$ cat src/rtl/lcdirq_pkg.sv
package lcdirq_pkg;
    localparam int S0_EVW  = 13;
    localparam int B_LDD   = 0;
    localparam int B_SOF0  = 1;
    localparam int B_BER   = 2;
    localparam int B_ABC   = 3;
    localparam int B_IU0   = 4;
    localparam int B_IU1   = 5;
    localparam int B_OU    = 6;
    localparam int B_QD    = 7;
    localparam int B_EOF0  = 8;
    localparam int B_BS0   = 9;
    localparam int B_SINT  = 10;
    localparam int B_RDST  = 11;
    localparam int B_CMD   = 12;
    localparam int BERCH_LO = 28;
    localparam int CLR0_W  = 12;
    // status-0 bits that may drive the interrupt line
    localparam logic [S0_EVW-1:0] SRC0 = 13'b1101111110011;
    // clearable bits of status word 1
    localparam logic [29:0] CLR1 = 30'h003E3F3F;
endpackage

$ cat src/rtl/lcdirq_evmap.sv
module lcdirq_evmap #(
    parameter int NUM_CH = 7,
    parameter int S1_W   = NUM_CH + 23
) (
    input  logic [NUM_CH-1:0] sof,
    input  logic [NUM_CH-1:0] eof,
    input  logic [NUM_CH-1:0] bs,
    input  logic [NUM_CH-1:1] iu_hi,
    input  logic              msk_sof0,
    input  logic              msk_eof0,
    input  logic              msk_bs0,
    input  logic [S1_W-1:0]   mask1,
    output logic [S1_W-1:0]   set1,
    output logic [NUM_CH-1:0] qual
);
    logic [S1_W-1:0] sel;

    always_comb begin
        set1 = '0;
        for (int ch = 1; ch < NUM_CH; ch++) begin
            set1[ch-1]  = sof[ch];
            set1[ch+7]  = eof[ch];
            set1[ch+15] = bs[ch];
            set1[ch+23] = iu_hi[ch];
        end
    end

    always_comb begin
        qual    = '0;
        sel     = '0;
        qual[0] = (sof[0] & ~msk_sof0) | (eof[0] & ~msk_eof0) | (bs[0] & ~msk_bs0);
        for (int ch = 1; ch < NUM_CH; ch++) begin
            sel          = '0;
            sel[ch-1]    = 1'b1;
            sel[ch+7]    = 1'b1;
            sel[ch+15]   = 1'b1;
            qual[ch]     = |(set1 & ~mask1 & sel);
        end
    end
endmodule

$ cat src/rtl/lcdirq_level.sv
module lcdirq_level
    import lcdirq_pkg::*;
#(
    parameter int S1_W = 30
) (
    input  logic [S0_EVW-1:0] s0,
    input  logic [S0_EVW-1:0] mask0,
    input  logic [S1_W-1:0]   s1,
    input  logic [S1_W-1:0]   mask1,
    output logic              level
);
    always_comb begin
        level = (|(s0 & ~mask0 & SRC0)) | (|(s1 & ~mask1));
    end
endmodule

$ cat src/rtl/lcdirq_top.sv
module lcdirq_top
    import lcdirq_pkg::*;
#(
    parameter int NUM_CH = 7,
    parameter int ID_W   = 32,
    parameter int S1_W   = NUM_CH + 23,
    parameter int CH_W   = 3
) (
    input  logic                   clk,
    input  logic                   rst_n,
    input  logic                   ctl_en,
    input  logic [NUM_CH-1:0]      ev_sof,
    input  logic [NUM_CH-1:0]      ev_eof,
    input  logic [NUM_CH-1:0]      ev_bs,
    input  logic [NUM_CH-1:0]      ev_iu,
    input  logic                   ev_ber,
    input  logic [CH_W-1:0]        ber_ch,
    input  logic                   ev_ldd,
    input  logic                   ev_abc,
    input  logic                   ev_ou,
    input  logic                   ev_rdst,
    input  logic                   ev_cmd,
    input  logic [NUM_CH*ID_W-1:0] frame_id,
    input  logic [S0_EVW-1:0]      mask0,
    input  logic [S1_W-1:0]        mask1,
    input  logic                   wr_en,
    input  logic                   wr_sel,
    input  logic [S1_W-1:0]        wr_data,
    output logic [31:0]            status0_o,
    output logic [S1_W-1:0]        status1_o,
    output logic [ID_W-1:0]        irq_id_o,
    output logic                   irq_o
);
    typedef struct packed {
        logic [31:0]     s0;
        logic [S1_W-1:0] s1;
        logic [ID_W-1:0] id;
        logic            irq;
        logic            en;
    } state_t;

    state_t q, d;

    logic [S1_W-1:0]   set1;
    logic [NUM_CH-1:0] qual_ev;
    logic [NUM_CH-1:0] qual_all;
    logic              level;
    logic [ID_W-1:0]   pick_id;
    logic [S0_EVW-1:0] set0;

    lcdirq_evmap #(.NUM_CH(NUM_CH), .S1_W(S1_W)) u_map (
        .sof      (ev_sof),
        .eof      (ev_eof),
        .bs       (ev_bs),
        .iu_hi    (ev_iu[NUM_CH-1:1]),
        .msk_sof0 (mask0[B_SOF0]),
        .msk_eof0 (mask0[B_EOF0]),
        .msk_bs0  (mask0[B_BS0]),
        .mask1    (mask1),
        .set1     (set1),
        .qual     (qual_ev)
    );

    lcdirq_level #(.S1_W(S1_W)) u_lvl (
        .s0    (q.s0[S0_EVW-1:0]),
        .mask0 (mask0),
        .s1    (q.s1),
        .mask1 (mask1),
        .level (level)
    );

    always_comb begin
        set0          = '0;
        set0[B_LDD]   = ev_ldd;
        set0[B_SOF0]  = ev_sof[0];
        set0[B_ABC]   = ev_abc;
        set0[B_IU0]   = ev_iu[0];
        set0[B_IU1]   = ev_iu[1];
        set0[B_OU]    = ev_ou;
        set0[B_QD]    = q.en & ~ctl_en;
        set0[B_EOF0]  = ev_eof[0];
        set0[B_BS0]   = ev_bs[0];
        set0[B_RDST]  = ev_rdst;
        set0[B_CMD]   = ev_cmd;
    end

    always_comb begin
        qual_all = qual_ev;
        for (int ch = 0; ch < NUM_CH; ch++) begin
            if (ev_ber && (ber_ch == CH_W'(ch))) qual_all[ch] = 1'b1;
        end
        pick_id = '0;
        for (int ch = NUM_CH - 1; ch >= 0; ch--) begin
            if (qual_all[ch]) pick_id = frame_id[ch*ID_W +: ID_W];
        end
    end

    always_comb begin
        d = q;
        // software clears first, so same-cycle events win
        if (wr_en && !wr_sel) begin
            d.s0[CLR0_W-1:0] = q.s0[CLR0_W-1:0] & ~wr_data[CLR0_W-1:0];
            if (wr_data[B_BER]) d.s0[BERCH_LO +: CH_W] = '0;
        end
        if (wr_en && wr_sel) begin
            d.s1 = q.s1 & ~(wr_data & CLR1[S1_W-1:0]);
        end
        d.s0[S0_EVW-1:0] = d.s0[S0_EVW-1:0] | set0;
        d.s1             = d.s1 | set1;
        if (ev_ber) begin
            d.s0[B_BER]              = 1'b1;
            d.s0[BERCH_LO +: CH_W]   = ber_ch;
        end
        if (|qual_all) begin
            if (q.irq) d.s0[B_SINT] = 1'b1;
            else       d.id         = pick_id;
        end
        d.irq = level;
        d.en  = ctl_en;
    end

    always_ff @(posedge clk) begin
        if (!rst_n) q <= '0;
        else        q <= d;
    end

    assign status0_o = q.s0;
    assign status1_o = q.s1;
    assign irq_id_o  = q.id;
    assign irq_o     = q.irq;

    AST_BER_FIELD: assert property (@(posedge clk) disable iff (!rst_n)
        ev_ber |=> (status0_o[B_BER] && status0_o[BERCH_LO +: CH_W] == $past(ber_ch)));
    AST_QD_ON_FALL: assert property (@(posedge clk) disable iff (!rst_n)
        (q.en && !ctl_en) |=> status0_o[B_QD]);
    AST_ID_HOLD: assert property (@(posedge clk) disable iff (!rst_n)
        irq_o |=> $stable(irq_id_o));
    AST_LINE_S1: assert property (@(posedge clk) disable iff (!rst_n)
        (|(status1_o & ~mask1)) |=> irq_o);
    AST_SINT_STICKY: assert property (@(posedge clk) disable iff (!rst_n)
        (status0_o[B_SINT] && !(wr_en && !wr_sel && wr_data[B_SINT])) |=> status0_o[B_SINT]);
    AST_BS1_KEPT: assert property (@(posedge clk) disable iff (!rst_n)
        status1_o[16] |=> status1_o[16]);
endmodule

$ cat config.mk
export PLATFORM = sky130hd
export DESIGN_NAME = lcdirq_top
export DESIGN_NICKNAME = d
export VERILOG_FILES = /design/src/rtl/lcdirq_pkg.sv /design/src/rtl/lcdirq_evmap.sv /design/src/rtl/lcdirq_level.sv /design/src/rtl/lcdirq_top.sv
export SDC_FILE = /design/constraint.sdc
export NUM_CORES = 1
export LEC_CHECK = 0
export BUFFER_PORTS_ARGS = -buffer_cell sky130_fd_sc_hd__buf_2
export CAP_MARGIN = 10
export CORE_AREA = 2 2 169 171
export DETAILED_ROUTE_END_ITERATION = 10
export DIE_AREA = 0 0 171 173
export PLACE_DENSITY = 0.46
export SYNTH_ARGS = -nofsm -noshare
export SYNTH_HDL_FRONTEND = slang
export SYNTH_SLANG_ARGS = --single-unit
$ cat constraint.sdc
create_clock -name clk -period 2.1 [get_ports clk]
set_input_delay 0.105 -clock clk [delete_from_list [all_inputs] [get_ports clk]]
set_output_delay 0.105 -clock clk [all_outputs]
set_load 0.005 [all_outputs]
== After elaboration in Yosys (flattened, before gate mapping) ==
Cells that the tools add are included.

* Register bits: 80
* Input bits: 339
* Logic and storage cells: 81
* Output and inout bits: 95

* Muxes and demuxes: 22
* Eq/ne operators: 6
* Bitwise logic cells: 23
* Reductions and logical operators: 24

{| class="wikitable"
|+ Operator list
! kind !! count
|-
| 32-bit 2-to-1 mux || 7
|-
| 30-bit AND || 2
|-
| 30-bit 2-to-1 mux || 1
|-
| 22-bit NOT with 30-bit output || 1
|-
| 30-bit NOT || 1
|-
| 30-bit bitwise OR || 1
|-
| 30-bit OR reduction || 1
|-
| 22-bit AND || 1
|-
| 3-bit OR reduction || 6
|-
| 13-bit AND || 1
|-
| 13-bit NOT || 1
|-
| 13-bit bitwise OR || 1
|-
| 12-bit AND || 1
|-
| 12-bit 2-to-1 mux || 1
|-
| 12-bit NOT || 1
|-
| 1-bit 2-to-1 mux || 10
|-
| 10-bit OR reduction || 1
|-
| 3-bit == test, second input constant || 3
|-
| 1-bit logical AND || 9
|-
| 3-bit 2-to-1 mux || 3
|-
| 7-bit OR reduction || 1
|-
| 3-bit by 2-bit == test with 1-bit output, second input constant || 2
|-
| 1-bit NOT || 5
|-
| 1-bit AND || 4
|-
| other kinds (6) || 10
|}

== Logic depth before layout (Yosys ltp) ==
Gate-level depths: netlist of the first run.

* Depth in word-level cells: 11
* Mapped depth: 9
* Gate-level depth less buffers: 6

== Hierarchy ==
A second synthesis of the first run with hierarchy kept.

* Cell total of the unflattened synthesis: 910
* Area, all modules: 7248.2 µm²

{| class="wikitable"
|+ Modules (own cells, without submodules)
! module !! instances !! seq. area each (µm²) !! cells an instance !! area each (µm²)
|-
| lcdirq_top || 1 || 1601.5 || 790 || 6496.2
|-
| lcdirq_evmap || 1 || 0.0 || 59 || 430.4
|-
| lcdirq_level || 1 || 0.0 || 61 || 321.6
|}

== Least setup slack after synthesis of the first run ==
Ideal clock, no wire load.

* Kind: input-to-reg
* From: input port mask1[3]
* To: register q (netlist bit irq_id_o[24])
* Library setup time: 117 ps
* Stages on the path: 7
* Setup slack: 367 ps
* Data required time: 1983 ps
* Arrival time: 1616 ps
* Cells stage by stage: inv_1 a222oi_1 nand4_2 o211ai_2 buf_6 nor2_1 a22o_1

* Word-level cells in the longest chain between the ends: 9

{| class="wikitable"
|+ Ends and longest elaborated chain
! element !! line !! text
|-
| start: declaration || lcdirq_top.sv:25 || <nowiki>input logic [S1_W-1:0] mask1,</nowiki>
|-
| 30-bit NOT (*) || - ||
|-
| 22-bit AND (*) || - ||
|-
| 3-bit OR reduction (*) || lcdirq_evmap.sv:37 || <nowiki>qual[ch] = |(set1 & ~mask1 & sel);</nowiki>
|-
| 1-bit 2-to-1 mux (*) || lcdirq_top.sv:90 || <nowiki>if (ev_ber && (ber_ch == CH_W'(ch))) qual_all[ch] = 1'b1;</nowiki>
|-
| 32-bit 2-to-1 mux (5 in series) || lcdirq_top.sv:94 || <nowiki>if (qual_all[ch]) pick_id = frame_id[ch*ID_W +: ID_W];</nowiki>
|-
| end signal: assignment || lcdirq_top.sv:123 || <nowiki>if (!rst_n) q <= '0;</nowiki>
|-
| end signal: assignment || lcdirq_top.sv:124 || <nowiki>else q <= d;</nowiki>
|-
| end: declaration || lcdirq_top.sv:42 || <nowiki>state_t q, d;</nowiki>
|}

Every way passes the cells marked *; elsewhere a longest branch is shown, timed or not.
A chain may end at the register's enable or synchronous reset.

== Final worst setup path of the first run ==
* From: input port ev_bs[1]
* To: register q (netlist bit irq_id_o[8])

* Word-level cells in the longest chain between the ends: 5

{| class="wikitable"
|+ Ends and longest elaborated chain
! element !! line !! text
|-
| start: declaration || lcdirq_top.sv:14 || <nowiki>input logic [NUM_CH-1:0] ev_bs,</nowiki>
|-
| 22-bit AND (*) || lcdirq_evmap.sv:37 ||
|-
| 3-bit OR reduction (*) || lcdirq_evmap.sv:37 ||
|-
| 1-bit 2-to-1 mux (*) || lcdirq_top.sv:90 ||
|-
| 7-bit OR reduction or 32-bit 2-to-1 mux (tied branches) || lcdirq_top.sv:114, lcdirq_top.sv:94 ||
|-
| 2-bit AND reduction (no line) or 32-bit 2-to-1 mux (tied branches) || - ||
|}

Marked as above.

==> flow_summary.toml, run 1 <==
[worst_hold_path]
hold_depth = 2
hold_start = "ev_bs[0]"
hold_end = "status0_o[9]$_SDFF_PN0_"
hold_path.class = "primary input to register"

[power_and_ir_drop]
vdd_ir_drop_max_v = 0.0003249
powerDensity_nw_per_um2 = 569.7
leakage_nw = 4.113

[global_route]
grt_pass1_wl_um = 44100
overflow = 0
antenna_found_initial = 7
grt_pass1_vias = 7267
grt_max_degree = 43
grt_usage = 0.1987

[final_layout]
nets = 1567
area_delta_synth_final_pct = 45.49
postLayoutCellArea_um2 = 8776
drive_above_1_share = 0.3852
layout_common_cells = "391 x buf_2, 160 x nor2_1, 117 x o21ai_0, 74 x dfxtp_1, 61 x a21oi_1"
nFillCells = 3088
final_common_cell = "buf_2"

[sta]
drv_slew = 0
hold_viol = 0
period_share = 0.9495
fin_setup_tns_ns = 0
setup_viol = 0
fin_crit_ns = 1.994
slew_headroom = 0.5644
fmax_mhz = 501.5
clock_skew_ns = 0.007757
tightest_slew_ns = 0.6520
rsz0062_at_grt = "false"

[yosys]
syn_area_um2 = 6032
synth_enable_flop_cells = 0
synth.avg_cell_area_um2 = 6.755
yosys_warnings = 0
ys_ff_latch = 74
syn_inst = 893
synth-main-ff-cell = "dfxtp_1"
synth_cell_types = 49
async_flop_share = 0
synth-seq-area-share = 0.2456

[setup_path]
worstReg2RegEnd = "irq_o$_SDFF_PN0_"
worstPathMaxFanout = 14
cp.required_ns = 2.35
arrival_ns = 2.24
reg2reg_depth = 5
worstSetupEndpointType = "register"
reg2reg_from = "status0_o[4]$_SDFF_PN0_"
startpoint_type = "primary input"
ff2ff_setup_slack_ns = 0.42
crit_type = "primary input to register"

[clocking]
clk_path_buf_depth = 2
path_clk_slew_ns = 0.08
cts_tree = "built"
h-tree-depth = 3
clkSinkCount = 74
cts_buffers = 9
clock_latency_ns = 0.34
cts_root_buf = "clkbuf_16"

[floorplanning]
start_util = 0.2183
core-area_um2 = 27630
rows = 61
die_w_um = 171
ioPinCount = 434
die_area_um2 = 29580
die-height_um = 173

[route]
wl_per_cell_um = 18.99
firstDrtPassIters = 5
ant_nets = 0
drc = 0
drtIter0Drc = 429
vias_per_cell = 4.640
routed_wl_um = 30660
vias = 7494

[placed_design]
port_buffers = 391
dp_hpwl_um = 23470
placed_cell_area_um2 = 8128
place.gp.congestion = 0.8381

[run]
drv_cap = 0

[status]
status = "finished clean"
## cells in the mapped netlist (all sizes together), types with 2 or more instances
master  instances  area, µm²
nand2          29      108.9
dfxtp          74       1481
nand4           3      25.02
nand2b          3      18.77
nor4bb          2      20.02
a222oi          2      20.02
and3            2      13.77
a21oi          61      305.3
nor2          160      600.6
and2            4      25.02
clkbuf         48      180.2
o22ai          41      256.5
a22o           32      280.3
inv            36      135.1
nor2b          33      229.0
o21ai         163      815.8
a221oi          6      52.55
a21boi          3      22.52
nand3           4      20.02
nor3            4      25.02
nor4            5      43.79
buf           110      814.5
o21a           46      345.3
and2b           6      51.30
## per-stage QoR
step           power (W)  hold WS, ns    util  std cells  setup slack, ns
6_report        0.005000      0.02031  0.3176       1615           0.1061
4_1_cts         0.005057     0.001367  0.3163       1610          0.01612
3_5_place_dp    0.003247       0.3164  0.2942       1564          0.04742
5_1_grt         0.005288      0.01145  0.3175       1614         0.001925
2_1_floorplan   0.002540       0.2267       -        914           0.3674
3_3_place_gp    0.003249       0.3131  0.2942       1564          0.04332
## registers in the layout (all words and copies together), names as in the netlist
signal / cells
q: 1
status1_o: 24
irq_o: 1
irq_id_o: 32
status0_o: 16
## repair_timing
action,in CTS,in global routing
endpoints found under the hold margin,31,0
endpoints found under the setup margin,0,31
setup buffers,0,1
resized for setup,0,4
hold buffers,30,0
## final cells by class
class                   instances  area, µm²  area share
diodes                          4      10.01    0.001141
well taps                     378      473.0     0.05389
flip-flops and latches         74       1481      0.1688
clock buffers                   9      225.2     0.02566
repair buffers                462       2735      0.3117
inverters                      38      143.9     0.01640
multi-input cells             643       3622      0.4127
clock inverters                 7      85.08    0.009695
## how the worst max path moves through the flow
stage,start,endpoint,slack [ns],cells past startpoint
after global routing,ev_eof[6],irq_id_o[29]$_SDFFE_PN0P_,0.002,9
final,ev_bs[1],irq_id_o[8]$_SDFFE_PN0P_,0.11,9
after floorplan,mask1[3],irq_id_o[24]$_SDFFE_PN0P_,0.37,7
after CTS,ev_eof[6],irq_id_o[13]$_SDFFE_PN0P_,0.02,9
after detailed placement,mask0[1],irq_id_o[28]$_SDFFE_PN0P_,0.05,9
after global placement,mask0[1],irq_id_o[6]$_SDFFE_PN0P_,0.04,9
## cell families (layout without fill, tap and decap cells)
kind of cell,after synthesis,after routing,share of synthesized area
AO/OA/AOI/OAI,361,361,0.3595
AND/OR/NAND/NOR,260,260,0.2037
buffers and inverters,197,516,0.1906
flip-flops,74,74,0.2456
other,1,26,0.0006217
## critical path: stages
cell and delay [ns]:
dlygate4sd3_1 0.56, buf_2 0.14, and2b_2 0.25, nor4_4 0.36
buf_6 0.23, o21ai_0 0.14, o22ai_1 0.19, nor2_1 0.06
a22o_1 0.19
## power by group
group | switching [W] | internal [W] | total [W]
Sequential | 0.0000699 | 0.00152 | 0.00159
Combinational | 0.000892 | 0.000788 | 0.00168
Clock | 0.000785 | 0.000948 | 0.00173
Total | 0.00175 | 0.00325 | 0.00500
## per-layer routing
metal  part of all wire  GRT usage  vias to the layer above
met5             0.0013          0                        -
met4              0.017    0.05508                        6
met3              0.075    0.05013                       37
met2               0.49     0.3458                      331
met1               0.41     0.2405                     3453
li1                   -          -                     3667
Note: power is estimated with default switching activity, not from simulation.
==> inputs of run 2 (changes only) <==
--- a/config.mk
+++ b/config.mk
@@ -10,7 +10,8 @@
 export CORE_AREA = 2 2 169 171
 export DETAILED_ROUTE_END_ITERATION = 10
 export DIE_AREA = 0 0 171 173
-export PLACE_DENSITY = 0.46
+export PLACE_DENSITY = 0.51
 export SYNTH_ARGS = -nofsm -noshare
 export SYNTH_HDL_FRONTEND = slang
+export SYNTH_HIERARCHICAL = 1
 export SYNTH_SLANG_ARGS = --single-unit
==> run 2 against run 1 <==
Clock skew increased by 0.00074 ns. Synthesized area increased by 20%. Cell count decreased by 0.68%. Via count increased by 7.2%. Fmax decreased by 3.1%. Worst hold slack got worse by 0.011 ns. Worst setup slack got worse by 0.064 ns. Sequential power increased by 11%. Register-to-register slack improved by 0.11 ns. Sequential share of layout area decreased by 0.63 points. Routed wire length increased by 9.4%. Largest power group is now combinational cells. Critical path type unchanged. Die area unchanged.
==> flow_summary.toml, run 2 <==
[status]
status = "finished clean"

[global_route]
grt.met1_usage = 0.2437
overflow = 0
top_usage_layer = "met2"
grt_use_met2 = 0.3732
antenna_found_initial = 5
met3_usage = 0.04692
grt_pass1_wl_um = 47160
grt_max_degree = 65
grt_pass1_vias = 8017
grt_usage = 0.2103

[route]
vias_per_cell = 5.010
vias = 8036
ant_nets = 0
drtIter0Drc = 382
firstDrtPassIters = 5
drc = 0
wl_per_cell_um = 20.92
routed_wl_um = 33550

[worst_hold_path]
hold_path.class = "primary input to register"

[final_layout]
multi_input_area_um2 = 4339
postLayoutCellArea_um2 = 9853
largest_register_ffs = 32
area_delta_synth_final_pct = 35.94
nets = 1557
layout_common_cells = "403 x buf_2, 80 x dfxtp_1, 75 x inv_1, 66 x nand2_1, 35 x nor2b_1"
final_common_cell = "buf_2"
register_area_um2 = 1602
nFillCells = 2992
drive_above_1_share = 0.4824

[yosys]
synth_cell_types = 50
synth_top_cell_by_area = "dfxtp_1"
synth-seq-area-share = 0.2210
ys_ff_latch = 80
syn_area_um2 = 7248
synth-main-ff-cell = "dfxtp_1"
ys_top_cells_by_area = "dfxtp_1 22%, buf_4 13%, o221ai_2 7.7%"
yosys_warnings = 6
synth.top_cell.area_share = 0.2210
async_flop_share = 0
yosysMostFrequentCell = "buf_4"
synth.avg_cell_area_um2 = 7.965
ys_top_cells_by_count = "127 x buf_4, 80 x dfxtp_1, 76 x inv_1, 67 x nand2_1, 47 x clkbuf_1"
synth_enable_flop_cells = 0
syn_inst = 910

[floorplanning]
ioPinCount = 434
die_w_um = 171
core-area_um2 = 27630
die_area_um2 = 29580
start_util = 0.2623
die-height_um = 173
rows = 61

[sta]
fin_hold_ws_ns = 0.008851
tightest_slew_ns = 0.7732
fin_setup_tns_ns = 0
drv_slew = 0
fin_crit_ns = 2.058
rsz0062_at_grt = "true"
slew_headroom = 0.4845
clock_skew_ns = 0.008495
fmax_mhz = 485.9
setup_viol = 0
period_share = 0.9799
hold_viol = 0

[setup_path]
arrival_ns = 2.29
crit_type = "primary input to register"
worstPathMaxFanout = 8
startpoint_type = "primary input"
crit_chain = "dlygate4sd3_1 > buf_2 > inv_1 > o221ai_4 > or3_4 > a31oi_4 > buf_6 > a211oi_4 > buf_4 > clkbuf_16 > nand2_1 > o221ai_2"
worstSetupEndpointType = "register"
cp.required_ns = 2.33
cpMaxStageDelayCell = "dlygate4sd3_1"
ff2ff_setup_slack_ns = 0.53
slowest_delay_ns = 0.54

[power_and_ir_drop]
seqPwrFrac = 0.328
leakage_nw = 4.237
powerDensity_nw_per_um2 = 544.5
power_frac_clock = 0.314
vdd_ir_drop_max_v = 0.0003868
comb_power_share = 0.358
internal_power_w = 0.003389
p_sw_frac = 0.3683
power.switching_w = 0.001976

[placed_design]
placed_cell_area_um2 = 9031
port_buffers = 403
place.gp.congestion = 0.8208
dp_hpwl_um = 24530

[clocking]
clock_latency_ns = 0.36
cts_root_buf = "clkbuf_16"
cts_tree = "built"
path_clk_slew_ns = 0.07
h-tree-depth = 3
cts_buffers = 9
clk_path_buf_depth = 2
clkSinkCount = 80

[run]
drv_cap = 0
[run 2: cell types whose count changed after synthesis, sizes merged, moves of 33 or more]
cell	previous run	this run
o211ai	1	64
o21ai	163	33
buf	110	154
inv	36	76
nand2	29	67
nor2	160	3
or2	0	33
o221ai	1	71
[run 2: stage by stage]
stage | setup slack (ns) | power [W] | instances | utilization
final | 0.04211 | 0.005365 | 1604 | 0.3566
after global routing | -0.02602 | 0.005649 | 1602 | 0.3564
after CTS | 0.01629 | 0.005345 | 1591 | 0.3474
after detailed placement | 0.1404 | 0.003590 | 1548 | 0.3269
after global placement | 0.1338 | 0.003574 | 1548 | 0.3269
after floorplan | 0.4673 | 0.002929 | 930 | -
[run 2: layout make-up]
type                       instances  share of cell area
antenna                            3           0.0007619
clock buffer                       9             0.02286
clock inverter                     7            0.007365
inverter                          76             0.02895
multi-input combinational        573              0.4404
sequential                        80              0.1625
tap                              378             0.04800
timing repair buffer             478              0.2891
[run 2: logic make-up after synthesis]
kind of cell    share of synthesized area
flops                              0.2210
compound gates                     0.3404
buf+inv                            0.2166
other cells                      0.001036
simple gates                       0.2196
mux                              0.001381
[run 2: repair_timing]
item                                   in CTS  in global routing
endpoints found under the hold margin      27                  0
setup buffers                               0                  6
resized for setup                           0                 16
setup endpoints to repair                   0                 32
hold buffers                               27                  0
[run 2: power by group through the flow]
stage / Clock [W] / Combinational (W) / Sequential, W
after global routing: 0.00180 / 0.00208 / 0.00178
final: 0.00169 / 0.00192 / 0.00176
after floorplan: 0 / 0.00117 / 0.00176
after global placement: 0 / 0.00178 / 0.00179
after detailed placement: 0 / 0.00180 / 0.00179
after CTS: 0.00175 / 0.00184 / 0.00176
[run 2: final timing paths]
path	cells past startpoint	end	from
worst max register to register	6	irq_o$_SDFF_PN0_	status1_o[16]$_SDFF_PN0_
worst min register to register	1	status1_o[27]$_SDFF_PN0_	status1_o[27]$_SDFF_PN0_
worst min-delay path	3	status0_o[3]$_SDFF_PN0_	ev_abc
worst max-delay path	12	irq_id_o[19]$_SDFFE_PN0P_	ev_eof[6]
[run 2: per-layer routing]
metal	wire length, µm	part of all wire
met5	27	0.00080
met4	1048	0.031
met3	2578	0.077
met2	16400	0.49
met1	13490	0.40
[run 2: critical path, delay by kind of cell]
family	cells	cell delay, ns
AND/OR/NAND/NOR	2	0.51
buffers and inverters	6	1.25
AO/OA/AOI/OAI	4	0.42
